$ cat config.mk
export PLATFORM = sky130hd
export DESIGN_NAME = sqrt_pipe
export DESIGN_NICKNAME = d
export VERILOG_FILES = /design/src/rtl/sqrt_pkg.sv /design/src/rtl/sqrt_csm_cell.sv /design/src/rtl/sqrt_borrow_cell.sv /design/src/rtl/sqrt_csm_row.sv /design/src/rtl/sqrt_stage.sv /design/src/rtl/sqrt_pipe.sv
export SDC_FILE = /design/constraint.sdc
export NUM_CORES = 1
export LEC_CHECK = 0
export CAP_MARGIN = 40
export CORE_MARGIN = 2
export CORE_UTILIZATION = 45
export DETAILED_ROUTE_END_ITERATION = 8
export PLACE_DENSITY_LB_ADDON = 0.08
export SYNTH_ARGS = -nofsm -noshare
export SYNTH_HDL_FRONTEND = slang
export SYNTH_SLANG_ARGS = --single-unit
$ cat constraint.sdc
create_clock -name clk -period 20.9 [get_ports clk]
set_clock_uncertainty 0.05 [all_clocks]
set_input_delay 2.09 -clock clk [delete_from_list [all_inputs] [get_ports clk]]
set_output_delay 2.09 -clock clk [all_outputs]
set_load 0.05 [all_outputs]
$ cat src/rtl/sqrt_pkg.sv
package sqrt_pkg;
    localparam int DEF_RAD_W = 32;

    function automatic int root_width(input int rad_w);
        return rad_w / 2;
    endfunction

    function automatic int rem_width(input int rad_w);
        return rad_w / 2 + 2;
    endfunction
endpackage

$ cat src/rtl/sqrt_csm_cell.sv
module sqrt_csm_cell (
    input  logic x,
    input  logic y,
    input  logic b,
    input  logic u,
    output logic bo,
    output logic d
);
    logic diff;
    always_comb begin
        diff = x ^ y ^ b;
        bo   = (~x & y) | (~(x ^ y) & b);
        d    = u ? diff : x;
    end
endmodule

$ cat src/rtl/sqrt_borrow_cell.sv
module sqrt_borrow_cell (
    input  logic x,
    input  logic y,
    input  logic b,
    output logic bo
);
    always_comb bo = (~x & y) | (~(x ^ y) & b);
endmodule

$ cat src/rtl/sqrt_csm_row.sv
module sqrt_csm_row #(
    parameter int W     = 20,
    parameter int OUT_W = 18
) (
    input  logic [W-1:0]     minu,
    input  logic [W-1:0]     subt,
    output logic [OUT_W-1:0] res,
    output logic             keep_n
);
    logic [W:0] brw;
    logic       sel;

    assign brw[0] = 1'b0;
    assign sel    = ~brw[W];
    assign keep_n = sel;

    for (genvar i = 0; i < W; i++) begin : g_cell
        if (i < OUT_W) begin : g_full
            sqrt_csm_cell u_cell (
                .x (minu[i]),
                .y (subt[i]),
                .b (brw[i]),
                .u (sel),
                .bo(brw[i+1]),
                .d (res[i])
            );
        end else begin : g_top
            sqrt_borrow_cell u_cell (
                .x (minu[i]),
                .y (subt[i]),
                .b (brw[i]),
                .bo(brw[i+1])
            );
        end
    end
endmodule

$ cat src/rtl/sqrt_stage.sv
module sqrt_stage #(
    parameter int RAD_W = 32,
    localparam int ROOT_W = RAD_W / 2,
    localparam int REM_W  = ROOT_W + 2,
    localparam int ROW_W  = REM_W + 2
) (
    input  logic              clk,
    input  logic              rst,
    input  logic              in_vld,
    input  logic [RAD_W-1:0]  in_rad,
    input  logic [ROOT_W-1:0] in_root,
    input  logic [REM_W-1:0]  in_rem,
    output logic              out_vld,
    output logic [RAD_W-1:0]  out_rad,
    output logic [ROOT_W-1:0] out_root,
    output logic [REM_W-1:0]  out_rem
);
    typedef struct packed {
        logic              vld;
        logic [RAD_W-1:0]  rad;
        logic [ROOT_W-1:0] root;
        logic [REM_W-1:0]  rem;
    } stage_t;

    stage_t             st_d, st_q;
    logic [ROW_W-1:0]   minu, subt;
    logic [REM_W-1:0]   row_res;
    logic               bit_new;

    always_comb begin
        minu = {in_rem, in_rad[RAD_W-1 -: 2]};
        subt = {2'b00, in_root, 2'b01};
    end

    sqrt_csm_row #(.W(ROW_W), .OUT_W(REM_W)) u_row (
        .minu  (minu),
        .subt  (subt),
        .res   (row_res),
        .keep_n(bit_new)
    );

    always_comb begin
        st_d      = st_q;
        st_d.vld  = in_vld;
        st_d.rad  = {in_rad[RAD_W-3:0], 2'b00};
        st_d.root = {in_root[ROOT_W-2:0], bit_new};
        st_d.rem  = row_res;
    end

    always_ff @(posedge clk) begin
        if (rst) st_q.vld <= 1'b0;
        else     st_q.vld <= st_d.vld;
        st_q.rad  <= st_d.rad;
        st_q.root <= st_d.root;
        st_q.rem  <= st_d.rem;
    end

    assign out_vld  = st_q.vld;
    assign out_rad  = st_q.rad;
    assign out_root = st_q.root;
    assign out_rem  = st_q.rem;
endmodule

$ cat src/rtl/sqrt_pipe.sv
module sqrt_pipe
    import sqrt_pkg::*;
#(
    parameter int RAD_W = DEF_RAD_W,
    localparam int ROOT_W = root_width(RAD_W),
    localparam int REM_W  = rem_width(RAD_W)
) (
    input  logic              clk,
    input  logic              rst,
    input  logic              op_vld,
    input  logic [RAD_W-1:0]  op_rad,
    output logic              res_vld,
    output logic [ROOT_W-1:0] res_root,
    output logic [REM_W-1:0]  res_rem
);
    logic              vld_c  [ROOT_W+1];
    logic [RAD_W-1:0]  rad_c  [ROOT_W+1];
    logic [ROOT_W-1:0] root_c [ROOT_W+1];
    logic [REM_W-1:0]  rem_c  [ROOT_W+1];

    assign vld_c[0]  = op_vld;
    assign rad_c[0]  = op_rad;
    assign root_c[0] = '0;
    assign rem_c[0]  = '0;

    for (genvar k = 0; k < ROOT_W; k++) begin : g_stage
        sqrt_stage #(.RAD_W(RAD_W)) u_stage (
            .clk     (clk),
            .rst     (rst),
            .in_vld  (vld_c[k]),
            .in_rad  (rad_c[k]),
            .in_root (root_c[k]),
            .in_rem  (rem_c[k]),
            .out_vld (vld_c[k+1]),
            .out_rad (rad_c[k+1]),
            .out_root(root_c[k+1]),
            .out_rem (rem_c[k+1])
        );
    end

    assign res_vld  = vld_c[ROOT_W];
    assign res_root = root_c[ROOT_W];
    assign res_rem  = rem_c[ROOT_W];
endmodule

==> metrics.md <==
| Metric | Value |
|---|---|
| Avg Synthesized Cell Area | `14.4 um^2` |
| Slowest-stage cell, CP | `fa_1` |
| Drt pass-1 iters | `4` |
| TritonCTS clock tree | `yes` |
| CP Launch Type | `flop` |
| Synthesized cell area | `18900 um^2` |
| Largest area contributor in the netlist | `dfxtp_1` |
| Hold crit path type | `reg2reg` |
| First-pass GRT wire length | `37000 um` |
| Sequential share of the synthesized area | `64.6%` |
| Fmax | `117 MHz` |
| Initial antenna violation count | `0` |
| Final Max Tran Viols | `0` |
| 1st-iter DRT viols | `122` |
| Deepest clock path buffer count | `3` |
| RSZ-0062 raised after global routing | `false` |
| Wire per inst | `10.0 um` |
| Pin count of the biggest net entering global routing | `20` |
| Vias in the first global route | `8599` |
| Die H | `209 um` |
| WL final | `20100 um` |
| Final setup viols | `0` |
| Crit-path max cell delay | `0.47 ns` |
| GRT overflow | `0` |
| Ant. Diodes | `0` |
| Buffers added on ports | `69` |
| WP data arrival | `8.97 ns` |
| Distinct cells, synth | `22` |
| Share of the synthesized area in the top cell type | `64.6%` |
| Worst Max-Slew Pin Slew | `0.850 ns` |
| Setup CP Type | `reg2reg` |
| CP max FO | `17` |
| Yosys warns | `0` |
| Fillers | `3483` |
| DRC | `0` |
| Most common cell after layout, fill and taps aside | `dfxtp_1` |
| Vias after detailed routing | `8118` |
| Top-level I/O count | `70` |
| Slew headroom | `43.1%` |
| Clock insertion delay at the later pin of the skew report | `0.61 ns` |
| Die area | `43500 um^2` |
| Most frequent cells in the layout | `dfxtp_1, inv_1, mux2i_1, fa_1, ha_1` |
| Post_cts resized | `0` |
| Via density | `4.06` |
| Crit end category | `flop` |
| Fin. Hold Viols | `0` |
| CTS sink count | `608` |
| Initial core utilization | `45.9%` |
| VDD IR max | `0.0695 mV` |
| Clock root buffer | `clkbuf_16` |
| GR Util All Layers | `10.2%` |
| Hold buffers post-CTS | `0` |
| Worst path required time | `21.36 ns` |
| Cts bufs inserted | `60` |
| Top post-synthesis cells by area | `dfxtp_1, fa_1, mux2i_1, ha_1, inv_1` |
| Critical path, cell by cell | `inv_1, ha_1, fa_1, fa_1, fa_1, fa_1, fa_1, fa_1, fa_1, fa_1, fa_1, fa_1, fa_1, fa_1, fa_1, fa_1, fa_1, ha_1, or3b_1, buf_8, mux2i_1` |
| Die W | `209 um` |
| Synth-to-Final Area Change | `17.9%` |
| H-tree depth | `2` |
| Non-filler cells, final | `2001` |
| Final-stage net count | `1648` |
| Final Cycle Share | `40.7%` |
| CTS clk-pin slew, worst paths | `0.06 ns` |
| Synth Instances | `1305` |
| Crit-path most repeated cell | `fa_1` |
| Row count | `74` |
| Layout cells sized above 1 | `8.44%` |
| Count of antenna-violating nets left after detailed routing | `0` |
| Setup Buffers After CTS | `0` |
| Tmin final | `8.51 ns` |
| Top Family by Delay on Critical Path | `adder cells` |
| DP HPWL | `14100 um` |
| LEAKAGE | `10.2 nW` |
| Max-Cap Viols | `0` |
| Syn Nets | `1531` |
| WP buf/inv | `2` |
| Yosys reg bits | `608` |
| GP Congestion | `0.707` |
| Inst Count DP | `1892` |
| Status | `completed` |
| Cell Pwr Density | `149 nW/um^2` |
| Core area | `41100 um^2` |
| Setup TNS | `0 ns` |
## path summary, 6_finish.rpt
| check | from | to | slack, ns | cells past startpoint |
|---|---|---|---|---|
| setup reg to reg | g_stage[14].u_stage.out_rad[30] | g_stage[15].u_stage.out_rem[11] | 12.39 | 21 |
| hold reg to reg | g_stage[8].u_stage.out_rad[26] | g_stage[9].u_stage.out_rad[28] | 0.26 | 0 |
| hold / removal | g_stage[8].u_stage.out_rad[26] | g_stage[9].u_stage.out_rad[28] | 0.26 | 0 |
| setup / recovery | g_stage[14].u_stage.out_rad[30] | g_stage[15].u_stage.out_rem[11] | 12.39 | 21 |
## final cells by class
class | instances | area, um^2 | share of cell area [%]
clock buffer | 84 | 1710 | 7.70
sequential | 608 | 12200 | 54.8
multi-input combinational | 440 | 5640 | 25.4
clock inverter | 25 | 365 | 1.64
tap | 532 | 666 | 3.00
timing repair buffer | 79 | 788 | 3.55
inverter | 233 | 875 | 3.94
## per-layer routing
layer	wire, um	global-route usage (%)	part of all wire (%)	up-vias
met2	10300	18.8	51	115
li1	-	-	-	4243
met4	738	5.34	3.7	0
met3	1010	2.83	5.0	54
met5	0	0	0	-
met1	8080	10.5	40	3706
## report_power, final
group,internal [W],total [W],switching [W]
clock,0.000669,0.00109,0.000421
sequential,0.00142,0.00150,0.0000754
combinational,0.000331,0.000724,0.000393
## kinds of logic (layout without fill, tap and decap cells)
| logic type | count (synthesis) | count (layout) | synth area share [%] |
|---|---|---|---|
| multiplexers | 190 | 190 | 10.2 |
| AND/OR/NAND/NOR | 43 | 43 | 1.47 |
| XOR/XNOR | 15 | 15 | 0.697 |
| flip-flops | 608 | 608 | 64.6 |
| adder cells (fa/ha/maj) | 191 | 191 | 17.5 |
| AO/OA/AOI/OAI | 1 | 1 | 0.0265 |
| buffers and inverters | 257 | 421 | 5.63 |
## synthesized netlist by cell type
library cell and n:
xnor2_1 15, a21oi_1 1, dfxtp_1 608, buf_12 2, nor2_1 1, and2_1 2
nand2b_1 5, fa_1 120, or3b_1 2, nor3_1 1, nor2b_1 26, clkbuf_1 2
ha_1 71, mux2_2 10, mux2i_1 180, nor3b_1 5, buf_2 7, inv_2 1
inv_1 232, buf_4 11, or2_2 1, buf_6 2
## metrics by stage
| step | utilization [%] | area [um^2] | setup slack [ns] | power (W) | hold slack (ns) |
|---|---|---|---|---|---|
| global route | 54.1 | 22200 | 11.89 | 0.00357 | 0.260 |
| floorplan | - | 18900 | 12.68 | 0.00209 | 0.260 |
| global placement | 48.9 | 20100 | 11.93 | 0.00224 | 0.260 |
| finish | 54.1 | 22200 | 12.39 | 0.00331 | 0.256 |
| detailed placement | 49.0 | 20100 | 12.27 | 0.00228 | 0.262 |
| CTS | 54.1 | 22200 | 12.21 | 0.00338 | 0.258 |
## state kept, by name (all words and copies together), names as in the netlist
register and count:
g_stage.u_stage.out_rad 240, g_stage.u_stage.out_root 136, g_stage.u_stage.out_vld 16, g_stage.u_stage.out_rem 216
Note: power is estimated with default switching activity, not from simulation.
